**config.mk**
```make
export PLATFORM = sky130hd
export DESIGN_NAME = mmu_xlate
export DESIGN_NICKNAME = d
export VERILOG_FILES = /design/src/rtl/mmu_pkg.sv /design/src/rtl/mmu_tlb.sv /design/src/rtl/mmu_walker.sv /design/src/rtl/mmu_xlate.sv
export SDC_FILE = /design/constraint.sdc
export NUM_CORES = 1
export LEC_CHECK = 0
export BUFFER_PORTS_ARGS = -buffer_cell sky130_fd_sc_hd__buf_2
export CORE_MARGIN = 2
export CORE_UTILIZATION = 60
export CTS_CLUSTER_DIAMETER = 30
export DETAILED_ROUTE_END_ITERATION = 12
export PLACE_DENSITY = 0.82
export REMOVE_ABC_BUFFERS = 1
export SETUP_SLACK_MARGIN = 0.05
export SLEW_MARGIN = 20
export SYNTH_ARGS = -nofsm -noshare
export SYNTH_HDL_FRONTEND = slang
export SYNTH_SLANG_ARGS = --single-unit
export TNS_END_PERCENT = 1
```
**constraint.sdc**
```tcl
create_clock -name clk -period 2.5 [get_ports clk]
set_input_delay 0 -clock clk [delete_from_list [all_inputs] [get_ports clk]]
set_output_delay 0 -clock clk [all_outputs]
set_load 0.05 [all_outputs]
```
**src/rtl/mmu_pkg.sv**
```systemverilog
`timescale 1ns/1ps
package mmu_pkg;
   typedef enum logic [1:0] {
      XS_OK       = 2'd0,
      XS_INVALID  = 2'd1,
      XS_READONLY = 2'd2,
      XS_RETRY    = 2'd3
   } xs_e;

   localparam int PTE_V_BIT    = 0;
   localparam int PTE_RO_BIT   = 1;
   localparam int PTE_BYTES_LG = 2;
endpackage

```
**src/rtl/mmu_tlb.sv**
```systemverilog
`timescale 1ns/1ps
module mmu_tlb #(
   parameter int TAG_W   = 20,
   parameter int FRAME_W = 20,
   parameter int DEPTH   = 8
) (
   input  logic               clk,
   input  logic               rst_n,
   input  logic [TAG_W-1:0]   lk_tag,
   output logic               lk_hit,
   output logic [FRAME_W-1:0] lk_frame,
   output logic               lk_ro,
   input  logic               clr,
   input  logic               ins_en,
   input  logic [TAG_W-1:0]   ins_tag,
   input  logic [FRAME_W-1:0] ins_frame,
   input  logic               ins_ro
);
   localparam int PTR_W = (DEPTH > 1) ? $clog2(DEPTH) : 1;

   generate
      if (DEPTH < 2 || (DEPTH & (DEPTH - 1)) != 0) begin : g_bad_depth
         $error("mmu_tlb: DEPTH must be a power of two of at least 2");
      end
   endgenerate

   logic               ent_v     [DEPTH];
   logic               ent_ro    [DEPTH];
   logic [TAG_W-1:0]   ent_tag   [DEPTH];
   logic [FRAME_W-1:0] ent_frame [DEPTH];
   logic [DEPTH-1:0]   match;
   logic [PTR_W-1:0]   fill_ptr;

   generate
      for (genvar g = 0; g < DEPTH; g++) begin : g_cmp
         assign match[g] = ent_v[g] && (ent_tag[g] == lk_tag);
      end
   endgenerate

   always_comb begin
      lk_frame = '0;
      lk_ro    = 1'b0;
      for (int i = 0; i < DEPTH; i++) begin
         if (match[i]) begin
            lk_frame = lk_frame | ent_frame[i];
            lk_ro    = lk_ro | ent_ro[i];
         end
      end
   end
   assign lk_hit = |match;

   always_ff @(posedge clk or negedge rst_n) begin
      if (!rst_n) begin
         fill_ptr <= '0;
         for (int i = 0; i < DEPTH; i++) begin
            ent_v[i]     <= 1'b0;
            ent_ro[i]    <= 1'b0;
            ent_tag[i]   <= '0;
            ent_frame[i] <= '0;
         end
      end else if (clr) begin
         fill_ptr <= '0;
         for (int i = 0; i < DEPTH; i++) ent_v[i] <= 1'b0;
      end else if (ins_en) begin
         fill_ptr <= fill_ptr + 1'b1;
         for (int i = 0; i < DEPTH; i++) begin
            if (fill_ptr == PTR_W'(i)) begin
               ent_v[i]     <= 1'b1;
               ent_ro[i]    <= ins_ro;
               ent_tag[i]   <= ins_tag;
               ent_frame[i] <= ins_frame;
            end
         end
      end
   end
endmodule

```
**src/rtl/mmu_walker.sv**
```systemverilog
`timescale 1ns/1ps
module mmu_walker
   import mmu_pkg::*;
#(
   parameter int IDX_W   = 10,
   parameter int FRAME_W = 20,
   parameter int PA_W    = 32
) (
   input  logic                 clk,
   input  logic                 rst_n,
   input  logic                 start,
   input  logic [2*IDX_W-1:0]   start_vpn,
   input  logic [FRAME_W-1:0]   root_frame,
   input  logic                 abort_in,
   output logic                 busy,
   output logic                 mem_req_valid,
   input  logic                 mem_req_ready,
   output logic [PA_W-1:0]      mem_req_addr,
   input  logic                 mem_rsp_valid,
   input  logic [PA_W-1:0]      mem_rsp_data,
   output logic                 ins_en,
   output logic [FRAME_W-1:0]   ins_frame,
   output logic                 ins_ro,
   output logic                 done,
   output logic [1:0]           done_status,
   output logic [FRAME_W-1:0]   done_frame,
   output logic                 done_ro
);
   localparam int OFF_W = PA_W - FRAME_W;

   generate
      if (FRAME_W + IDX_W + PTE_BYTES_LG != PA_W) begin : g_bad_geom
         $error("mmu_walker: one table must fill exactly one page");
      end
   endgenerate

   typedef enum logic [2:0] {W_IDLE, W_OREQ, W_OWAIT, W_IREQ, W_IWAIT} wst_e;

   wst_e                 st;
   logic [2*IDX_W-1:0]   vpn_q;
   logic [FRAME_W-1:0]   root_q;
   logic [FRAME_W-1:0]   leaf_tbl_q;
   logic                 aborted_q;
   logic [IDX_W-1:0]     idx;
   logic [FRAME_W-1:0]   tbl;
   logic                 rsp_ok;
   logic                 pte_v;
   logic                 pte_unused_bits;

   assign pte_v           = mem_rsp_data[PTE_V_BIT];
   assign pte_unused_bits = ^mem_rsp_data[OFF_W-1:PTE_RO_BIT+1];
   assign rsp_ok          = mem_rsp_valid && !aborted_q && !abort_in;
   assign busy            = (st != W_IDLE);

   always_comb begin
      if (st == W_OREQ) begin
         idx = vpn_q[2*IDX_W-1:IDX_W];
         tbl = root_q;
      end else begin
         idx = vpn_q[IDX_W-1:0];
         tbl = leaf_tbl_q;
      end
   end

   assign mem_req_valid = ((st == W_OREQ) || (st == W_IREQ)) && !abort_in;
   assign mem_req_addr  = {tbl, idx, {PTE_BYTES_LG{1'b0}}};

   assign ins_en    = (st == W_IWAIT) && rsp_ok && pte_v;
   assign ins_frame = mem_rsp_data[PA_W-1:OFF_W];
   assign ins_ro    = mem_rsp_data[PTE_RO_BIT];

   always_ff @(posedge clk or negedge rst_n) begin
      if (!rst_n) begin
         st          <= W_IDLE;
         vpn_q       <= '0;
         root_q      <= '0;
         leaf_tbl_q  <= '0;
         aborted_q   <= 1'b0;
         done        <= 1'b0;
         done_status <= XS_OK;
         done_frame  <= '0;
         done_ro     <= 1'b0;
      end else begin
         done <= 1'b0;
         case (st)
            W_IDLE: begin
               if (start) begin
                  vpn_q     <= start_vpn;
                  root_q    <= root_frame;
                  aborted_q <= 1'b0;
                  st        <= W_OREQ;
               end
            end
            W_OREQ, W_IREQ: begin
               if (abort_in) begin
                  done        <= 1'b1;
                  done_status <= XS_RETRY;
                  done_frame  <= '0;
                  done_ro     <= 1'b0;
                  st          <= W_IDLE;
               end else if (mem_req_ready) begin
                  st <= (st == W_OREQ) ? W_OWAIT : W_IWAIT;
               end
            end
            W_OWAIT, W_IWAIT: begin
               if (mem_rsp_valid) begin
                  if (!rsp_ok || !pte_v) begin
                     done        <= 1'b1;
                     done_status <= rsp_ok ? XS_INVALID : XS_RETRY;
                     done_frame  <= '0;
                     done_ro     <= 1'b0;
                     st          <= W_IDLE;
                  end else if (st == W_OWAIT) begin
                     leaf_tbl_q <= mem_rsp_data[PA_W-1:OFF_W];
                     st         <= W_IREQ;
                  end else begin
                     done        <= 1'b1;
                     done_status <= XS_OK;
                     done_frame  <= mem_rsp_data[PA_W-1:OFF_W];
                     done_ro     <= mem_rsp_data[PTE_RO_BIT];
                     st          <= W_IDLE;
                  end
               end else if (abort_in) begin
                  aborted_q <= 1'b1;
               end
            end
            default: st <= W_IDLE;
         endcase
      end
   end
endmodule

```
**src/rtl/mmu_xlate.sv**
```systemverilog
`timescale 1ns/1ps
module mmu_xlate
   import mmu_pkg::*;
#(
   parameter int VA_W      = 32,
   parameter int OFF_W     = 12,
   parameter int IDX_W     = 10,
   parameter int TLB_DEPTH = 8
) (
   input  logic                    clk,
   input  logic                    rst_n,
   input  logic                    req_valid,
   output logic                    req_ready,
   input  logic [VA_W-1:0]         req_vaddr,
   input  logic                    req_write,
   output logic                    rsp_valid,
   output logic [1:0]              rsp_status,
   output logic [VA_W-1:0]         rsp_paddr,
   input  logic                    ptbr_we,
   input  logic [VA_W-OFF_W-1:0]   ptbr_frame,
   input  logic                    flush,
   output logic                    mem_req_valid,
   input  logic                    mem_req_ready,
   output logic [VA_W-1:0]         mem_req_addr,
   input  logic                    mem_rsp_valid,
   input  logic [VA_W-1:0]         mem_rsp_data
);
   localparam int VPN_W   = VA_W - OFF_W;
   localparam int FRAME_W = VPN_W;

   generate
      if (VPN_W != 2 * IDX_W) begin : g_bad_split
         $error("mmu_xlate: page number must split into two equal indices");
      end
   endgenerate

   logic [FRAME_W-1:0] root_q;
   logic               accept, lk_hit, lk_ro, hit_use, wk_start, wk_busy;
   logic [FRAME_W-1:0] lk_frame;
   logic               hit_q, hit_ro_q, wr_q;
   logic [FRAME_W-1:0] hit_frame_q;
   logic [OFF_W-1:0]   off_q;
   logic               ins_en, ins_ro, wk_done, wk_ro;
   logic [FRAME_W-1:0] ins_frame, wk_frame;
   logic [1:0]         wk_status;
   logic [VPN_W-1:0]   wk_vpn_q;
   xs_e                base_st, fin_st;
   logic [FRAME_W-1:0] sel_frame;
   logic               sel_ro;

   assign req_ready = !wk_busy;
   assign accept    = req_valid && req_ready;
   assign hit_use   = lk_hit && !flush;
   assign wk_start  = accept && !hit_use;

   always_ff @(posedge clk or negedge rst_n) begin
      if (!rst_n) begin
         root_q      <= '0;
         hit_q       <= 1'b0;
         hit_ro_q    <= 1'b0;
         hit_frame_q <= '0;
         wr_q        <= 1'b0;
         off_q       <= '0;
         wk_vpn_q    <= '0;
      end else begin
         if (ptbr_we) root_q <= ptbr_frame;
         hit_q <= accept && hit_use;
         if (accept) begin
            hit_ro_q    <= lk_ro;
            hit_frame_q <= lk_frame;
            wr_q        <= req_write;
            off_q       <= req_vaddr[OFF_W-1:0];
            wk_vpn_q    <= req_vaddr[VA_W-1:OFF_W];
         end
      end
   end

   mmu_tlb #(.TAG_W(VPN_W), .FRAME_W(FRAME_W), .DEPTH(TLB_DEPTH)) u_tlb (
      .clk      (clk),
      .rst_n    (rst_n),
      .lk_tag   (req_vaddr[VA_W-1:OFF_W]),
      .lk_hit   (lk_hit),
      .lk_frame (lk_frame),
      .lk_ro    (lk_ro),
      .clr      (flush),
      .ins_en   (ins_en),
      .ins_tag  (wk_vpn_q),
      .ins_frame(ins_frame),
      .ins_ro   (ins_ro)
   );

   mmu_walker #(.IDX_W(IDX_W), .FRAME_W(FRAME_W), .PA_W(VA_W)) u_walk (
      .clk          (clk),
      .rst_n        (rst_n),
      .start        (wk_start),
      .start_vpn    (req_vaddr[VA_W-1:OFF_W]),
      .root_frame   (root_q),
      .abort_in     (flush),
      .busy         (wk_busy),
      .mem_req_valid(mem_req_valid),
      .mem_req_ready(mem_req_ready),
      .mem_req_addr (mem_req_addr),
      .mem_rsp_valid(mem_rsp_valid),
      .mem_rsp_data (mem_rsp_data),
      .ins_en       (ins_en),
      .ins_frame    (ins_frame),
      .ins_ro       (ins_ro),
      .done         (wk_done),
      .done_status  (wk_status),
      .done_frame   (wk_frame),
      .done_ro      (wk_ro)
   );

   always_comb begin
      if (hit_q) begin
         base_st   = XS_OK;
         sel_frame = hit_frame_q;
         sel_ro    = hit_ro_q;
      end else begin
         base_st   = xs_e'(wk_status);
         sel_frame = wk_frame;
         sel_ro    = wk_ro;
      end
      fin_st = (base_st == XS_OK && wr_q && sel_ro) ? XS_READONLY : base_st;
   end

   assign rsp_valid  = hit_q || wk_done;
   assign rsp_status = fin_st;
   assign rsp_paddr  = (rsp_valid && fin_st == XS_OK) ? {sel_frame, off_q} : '0;
endmodule

```
==> results of run 1 <==
## timing repair
item,in CTS,in global routing
setup buffers,0,1
hold endpoints to repair,782,0
endpoints found under the setup margin,102,64
pin swaps,7,7
hold buffers,104,0
gates resized for setup,16,11
## metrics by stage
stage,std cells,utilization (%),setup TNS (ns)
6_report,2444,78.0,-3.30
4_1_cts,2443,77.9,-0.186
3_5_place_dp,2168,65.5,-3.45
5_1_grt,2444,78.0,-8.08
3_3_place_gp,2168,65.5,-0.916
2_1_floorplan,1480,-,-327.14
## path summary, 6_finish.rpt
kind	startpoint	cells after the start	to	slack [ns]
worst max-delay path	u_tlb.ent_tag[93]$_DFFE_PN0P_	10	u_walk.root_q[5]$_DFFE_PN0P_	-0.12
worst min-delay path	req_vaddr[15]	3	u_walk.vpn_q[3]$_DFFE_PN0P_	0.03
max in group asynchronous	rst_n	4	root_q[7]$_DFFE_PN0P_	0.71
min in group asynchronous	rst_n	3	u_tlb.ent_frame[5]$_DFFE_PN0P_	0.55
worst min register to register	hit_frame_q[1]$_DFFE_PN0P_	1	hit_frame_q[1]$_DFFE_PN0P_	0.48
worst max register to register	u_tlb.ent_tag[93]$_DFFE_PN0P_	10	u_walk.root_q[5]$_DFFE_PN0P_	-0.12
## state kept, by name, summed over array words and instances (netlist names), 2 cells and up
| register | flops |
|---|---|
| u_walk.st | 3 |
| u_walk.vpn_q | 20 |
| wk_vpn_q | 20 |
| u_tlb.ent_frame | 160 |
| hit_frame_q | 20 |
| u_walk.root_q | 20 |
| root_q | 20 |
| u_walk.leaf_tbl_q | 20 |
| u_tlb.ent_v | 8 |
| u_tlb.fill_ptr | 3 |
| u_walk.done_frame | 20 |
| off_q | 12 |
| u_tlb.ent_ro | 8 |
| u_walk.done_status | 2 |
| u_tlb.ent_tag | 160 |
## layer usage
layer	vias to the layer above	part of all wire, %	global-route usage, %
met5	-	0.029	0
met4	2	4.0	16.0
met3	197	5.8	6.81
met2	585	51	55.5
met1	7962	39	39.0
li1	6406	-	-
## worst max-delay path: cells and delay by family, from the launching register on
family / cells / cell delay, ns
AO/OA/AOI/OAI: 1 / 0.25
XOR/XNOR: 1 / 0.14
buffers and inverters: 2 / 0.37
flip-flops: 1 / 0.38
multiplexers: 1 / 0.32
AND/OR/NAND/NOR: 5 / 1.01
## synthesized netlist by cell type, types with 2 or more instances
| cell | number |
|---|---|
| dfrtp_1 | 502 |
| mux2_2 | 310 |
| mux2_1 | 122 |
| xor2_1 | 88 |
| xnor2_1 | 73 |
| buf_1 | 45 |
| a22o_1 | 42 |
| a22oi_1 | 42 |
| mux2_4 | 39 |
| clkbuf_1 | 37 |
| buf_2 | 33 |
| nor2_1 | 29 |
| a31oi_1 | 22 |
| a21o_1 | 21 |
| a221oi_1 | 21 |
| nand4_1 | 21 |
| nor4_1 | 21 |
| mux2i_1 | 20 |
| inv_1 | 13 |
| and2_1 | 12 |
| nand3_1 | 12 |
| nand2_1 | 11 |
| o21ai_0 | 10 |
| nor3_1 | 9 |
| nor4_2 | 8 |
| ha_1 | 6 |
| a21oi_1 | 5 |
| buf_6 | 4 |
| buf_4 | 3 |
| nand2b_1 | 2 |
| nor2b_1 | 2 |
| o21ai_1 | 2 |
| or3_1 | 2 |
## layout make-up
type                       instances  area share (%)
timing repair buffer             325            8.90
clock buffer                     124            9.41
multi-input combinational        964            32.9
inverter                          14           0.184
tap                              468            2.05
clock inverter                    47            2.61
sequential                       502            44.0
## logic make-up after synthesis
family	after synthesis
xor+xnor	161
compound gates	170
other cells	1
flops	502
buf+inv	136
fa+ha+maj	6
mux	491
simple gates	134
## power groups by stage
stage	sequential, mW	combinational, mW	clock (mW)
after detailed placement	10.2	5.31	0
final	10.2	5.80	13.5
after global routing	10.3	6.08	14.1
after floorplan	9.80	3.91	0
after global placement	10.2	5.20	0
after CTS	10.2	5.71	13.6
==> impl_results.md, run 1 <==
- Status: finished, violations left
- Failing checks: negative setup slack
- Gpl congestion: roughly 0.8
- CTS buffer count: 94
- # setup viols final: 45
- Antenna Cells: 0
- Reg area: about 0.013 mm2
- Clock Power Share: 45.8%
- Total grt overflow: 0
- Die W: 197 um
- Top FF cell, synth: dfrtp_1
- Area occupied by multi-input gates: 0.00939 mm2
- Synth Area in Simple Gates: 3.43%
- Most frequent cells in the layout: dfrtp_1 (502), mux2_2 (310), buf_2 (146), mux2_1 (121), dlygate4sd3_1 (104)
- Total power: between 20 and 30 mW
- PD cells: roughly 1000 mW/mm2
- Synth Warn #: 0
- Vias: between 15000 and 20000
- Final Hold Fails: 0
- Remaining DRCs: 0
- Vias per Instance: a little over 6
- Global-route wire length before repair: about 96 mm
- Area after DPL: ~0.024 mm2
- Initial Util: approximately 61%
- Hold_ws: approximately 0.03 ns
- Area Growth Syn to Fin: 27.8%
- DRT antenna net count: 0
- Peak supply drop: 0.000938 V
- Switching Share: ~30%
- Dpl hpwl: 33.3 mm
- Largest net degree at the start of global routing: 71
- Worst setup margin: -0.115 ns
- Pleak: 14.2 nW
- Yosys reg bits: around 500
- CP max FO: 22
- Min Clock Period, post-route: between 2 and 3 ns
- P_sw: 8.77 mW
- RSZ-0062 raised after global routing: true
- Die Y: around 200 um
- Largest family of logic cells by synthesized area: multiplexers
- Syn Area/Cell: between 10 and 15 um2
- DR iter-0 viols: around 900
- Critical path data arrival time: between 3 and 4 ns
- Worst Setup Start Kind: register
- Crit end category: register
- Max Cap Viol: 0
- Area leader, netlist: dfrtp_1
- Post-synth EDFFs: 0
- # clock sinks: 502
- WS Path Type: register to register
- Worst-Margin Slew: 1.17 ns
- Synth Area in Adders: less than 1%
- Cell Area, Synth: between 0.02 and 0.025 mm2
- Vias in the first global route: about 17000
- Layout cells sized above 1: between 30% and 40%
- Most common cell after layout, fill and taps aside: dfrtp_1
- FP Rows: 70
- Avg WL per Cell: roughly 25 um
- Clock transition at the registers of the reported paths: roughly 0.050 ns
- Synth top area share: 56.2%
- Yosys cell types: 45
- Maximum root-to-sink buffer count: 3
- Post-synthesis mux area share: 25.3%
- Number of port buffers: ~150
- Boundary Pins: 161
- Die Area: 0.0388 mm2
- Worst rel slew slack: about 22%
- Fill cells: approximately 1900
- Post-Synth XOR/XNOR Area: under 10%
- Compound-Gate Fraction of Synth Area: under 10%
- Slew Limit Fails: 0
- CP max stage delay: 0.38 ns
- Sequential share of the synthesized area: between 50% and 60%
- Seq pwr share: 34.6%
- Clock Latency Late Sink: roughly 0.62 ns
- All-Layer GR Usage: around a third
- Core box area: around 0.037 mm2
- CTS tree: yes
- Worst Hold Class: input pin to register
- CTS Root Cell: clkbuf_16
- Layout net count: approximately 2000
- Largest cells by area after synthesis: dfrtp_1 (56%), mux2_2 (16%), mux2_1 (6.1%)
- H-Tree Depth: 3
- Worst EP required: between 2 and 3 ns
- Max Freq: 0.382 GHz
- Worst Skew: just under 0.03 ns
- Mapped Cells: roughly 1600
- Final instance area: 0.0286 mm2
- Ys async rst share: between 90% and 100%
- Comb pwr share: 19.6%
- Period utilization: 105%
- Internal Power: slightly above 20 mW
- 1st-pass router iterations: 5
- Antenna violations before repair: 1
- Slowest CP cell: dfrtp_1
- Total Routed Length: approximately 61 mm
- Critical-path cell list: xor2_1 -> nor4_1 -> buf_4 -> nand4_1 -> nor4_4 -> nor4_2 -> a21oi_2 -> nor2_4 -> buf_12 -> mux2_4
- Post-place setup slack: -0.111 ns
No activity file was read; power rests on OpenSTA's default activity.
==> inputs of run 2 (changes only) <==
==> constraint.sdc (replaced) <==
create_clock -name clk -period 2.5 [get_ports clk]
set_input_delay 0.625 -clock clk [delete_from_list [all_inputs] [get_ports clk]]
set_output_delay 0.625 -clock clk [all_outputs]
set_load 0.05 [all_outputs]
==> impl_results.md, run 2 (synthesized netlist as in run 1, its figures left out) <==
- Status: finished, violations left (unchanged)
- Failing checks: negative hold slack, negative setup slack (was negative setup slack)
- # hold bufs at CTS: 0 (was 104)
- Avg WL per Cell: 26.1 um (was 25.1 um)
- Comb pwr share: 21.5% (was 19.6%)
- Max Freq: 0.360 GHz (was 0.382 GHz)
- Pleak: 14.1 nW (was 14.2 nW)
- Antenna violations before repair: 0 (was 1)
- Worst Path Buf+Inv: 3 (was 2)
- Worst Setup Start Kind: register (unchanged)
- Seq pwr share: 34.1% (was 34.6%)
- Worst path most repeated cell: buf_6
- CTS Root Cell: clkbuf_16 (unchanged)
- Max Cap Viol: 0 (unchanged)
- Antenna Cells: 0 (unchanged)
- Clock Latency Late Sink: 0.61 ns (was 0.62 ns)
- Worst EP required: 1.88 ns (was 2.98 ns)
- Maximum root-to-sink buffer count: 3 (unchanged)
- Die W: 197 um (unchanged)
- Dpl hpwl: 34.7 mm (was 33.3 mm)
- Gpl congestion: 0.909 (was 0.816)
- Initial Util: 61.0% (unchanged)
- Met2 Routed Length: 31.8 mm (was 31.3 mm)
- Met3 wire len: 3.82 mm (was 3.58 mm)
- Area Growth Syn to Fin: 27.3% (was 27.8%)
- Met1 Wirelength: 24.1 mm (about the same)
- All-Layer GR Usage: 32.4% (about the same)
- Switching Share: 30.0% (was 29.7%)
- Worst Hold Class: input pin to async pin (was input pin to register)
- R2R setup slack: -0.13 ns (was -0.12 ns)
- Uppermost layer routed: met4 (was met5)
- Min Clock Period, post-route: 2.78 ns (was 2.62 ns)
- Period utilization: 111% (was 105%)
- Most common cell after layout, fill and taps aside: dfrtp_1 (unchanged)
- Boundary Pins: 161 (unchanged)
- Vias in the first global route: 16400 (was 16900)
- H-Tree Depth: 3 (unchanged)
- Internal Power: 21.0 mW (was 20.8 mW)
- Die Area: 0.0388 mm2 (unchanged)
- Slowest CP cell: dfrtp_1 (unchanged)
- CP max stage delay: 0.50 ns (was 0.38 ns)
- # clock sinks: 502 (unchanged)
- Vias: 15000 (was 15200)
- FP Rows: 70 (unchanged)
- DR iter-0 viols: 991 (was 901)
- Largest net degree at the start of global routing: 68 (was 71)
- Placed Instances: 2207 (was 2168)
- CP max FO: 11 (was 22)
- Remaining DRCs: 0 (unchanged)
- Reg-to-reg endpoint: u_walk.root_q[17]$_DFFE_PN0P_ (was u_walk.root_q[5]$_DFFE_PN0P_)
- Total power: 29.9 mW (was 29.6 mW)
- Cell Count, Final, Fillers Out: 2386 (was 2444)
- Total grt overflow: 0 (unchanged)
- RSZ-0062 raised after global routing: true (unchanged)
- Final Hold Fails: 4 (was 0)
- WS Path Type: register to output port (was register to register)
- Slew Limit Fails: 0 (unchanged)
- Total Routed Length: 62.2 mm (was 61.4 mm)
- CP top delay family: flip-flops (was simple AND/OR/NAND/NOR gates)
- Die Y: 197 um (unchanged)
- PD cells: 1050 mW/mm2 (was 1040 mW/mm2)
- DRT antenna net count: 0 (unchanged)
- Critical-path cell list: nor2_4 -> buf_6 -> buf_12 -> mux2_2 -> buf_6 (was xor2_1 -> nor4_1 -> buf_4 -> nand4_1 -> nor4_4 -> nor4_2 -> a21oi_2 -> nor2_4 -> buf_12 -> mux2_4)
- Most frequent cells in the layout: dfrtp_1 (501), mux2_2 (295), mux2_1 (121), clkbuf_16 (97), xor2_1 (88) (was dfrtp_1 (502), mux2_2 (310), buf_2 (146), mux2_1 (121), dlygate4sd3_1 (104))
- Global-route wire length before repair: 95.3 mm (was 95.7 mm)
- Worst-Margin Slew: 0.603 ns (was 1.17 ns)
- Peak supply drop: 0.00102 V (was 0.000938 V)
- Reg2Reg Depth: 10 (unchanged)
- P_sw: 8.99 mW (was 8.77 mW)
- Layout net count: 1937 (was 1999)
- Worst Skew: 0.0244 ns (was 0.0288 ns)
- Clock transition at the registers of the reported paths: 0.05 ns (about the same)
- CTS tree: yes (unchanged)
- Number of port buffers: 148 (unchanged)
- Largest regs: u_tlb.ent_frame: 160 flops, u_tlb.ent_tag: 160 flops (unchanged)
- CTS buffer count: 95 (was 94)
- Vias per Instance: 6.28 (was 6.20)
- R2r startpoint: u_tlb.ent_tag[28]$_DFFE_PN0P_ (was u_tlb.ent_tag[93]$_DFFE_PN0P_)
- Worst setup margin: -0.275 ns (was -0.115 ns)
- Crit end category: output port (was register)
- Hold_ws: -0.00431 ns (was 0.0308 ns)
- 1st-pass router iterations: 5 (unchanged)
- Clock Power Share: 44.5% (was 45.8%)
- # setup viols final: 105 (was 45)
- Critical path data arrival time: 2.15 ns (was 3.10 ns)
- Core box area: 0.0366 mm2 (unchanged)
- Layout cells sized above 1: 43.5% (was 38.8%)
- Worst rel slew slack: 59.8% (was 22.0%)
[run 2: cell count changes in the layout (fill, tap and decap cells not counted), moves of 15 or more]
cell,before,now
buf_2,146,85
dlygate4sd3_1,104,0
buf_4,51,80
nor2_2,0,17
mux2_2,310,295
buf_6,7,64
mux2_4,40,55
nor2_1,28,9
[run 2: per-stage QoR]
stage | TNS, ns | util, % | setup WS [ns] | cell area, um2
floorplan | -433.80 | - | -3.34 | 21800
global placement | -35.68 | 66.6 | -0.619 | 24400
detailed placement | -36.50 | 66.6 | -0.653 | 24400
CTS | -13.84 | 77.2 | -0.277 | 28300
global route | -25.24 | 77.7 | -0.376 | 28400
finish | -15.46 | 77.7 | -0.275 | 28400
[run 2: layout make-up]
cell class,instances,area [um2]
multi-input combinational,964,9520
sequential,502,12600
clock buffer,118,2600
timing repair buffer,262,2370
tap,468,586
fill,1964,8170
inverter,14,52.6
clock inverter,58,762
[run 2: repair_timing]
item                                    4_1_cts  5_1_grt
pin swaps                                     8        4
cloned                                        1        0
gates resized for setup                     149       51
setup buffers                                 2        0
endpoints found under the setup margin      124      125
[run 2: worst max path at each step]
stage	from	end	slack, ns	cells past startpoint
after CTS	u_walk.st[2]$_DFFE_PN0P_	mem_req_addr[12]	-0.28	6
after floorplan	u_walk.st[1]$_DFFE_PN0P_	u_walk.vpn_q[19]$_DFFE_PN0P_	-3.34	4
after global placement	req_vaddr[24]	hit_frame_q[18]$_DFFE_PN0P_	-0.62	11
final	u_walk.st[1]$_DFFE_PN0P_	mem_req_addr[12]	-0.28	5
after detailed placement	req_vaddr[24]	hit_frame_q[18]$_DFFE_PN0P_	-0.65	11
after global routing	wr_q$_DFFE_PN0P_	rsp_paddr[30]	-0.38	6
[run 2: worst register-to-register path: cells and delay by family (launching register included)]
| kind | cells | cell delay [ns] |
|---|---|---|
| and+or+nand+nor | 5 | 0.98 |
| buffers and inverters | 2 | 0.37 |
| AOI/OAI and AO/OA | 1 | 0.25 |
| DFF | 1 | 0.39 |
| xor gates and xnor gates | 1 | 0.16 |
| muxes | 1 | 0.36 |
[run 2: power groups by stage]
stage / Sequential (mW) / Combinational (mW) / Clock, mW
floorplan: 9.80 / 3.91 / 0
global placement: 10.1 / 5.31 / 0
detailed placement: 10.2 / 5.43 / 0
CTS: 10.1 / 6.33 / 13.4
global route: 10.3 / 6.70 / 13.8
finish: 10.2 / 6.43 / 13.3
[run 2: per-layer routing]
layer	vias to the layer above	track usage, %
li1	6253	-
met4	0	15.5
met2	648	55.8
met5	-	0
met3	187	5.89
met1	7891	39.6
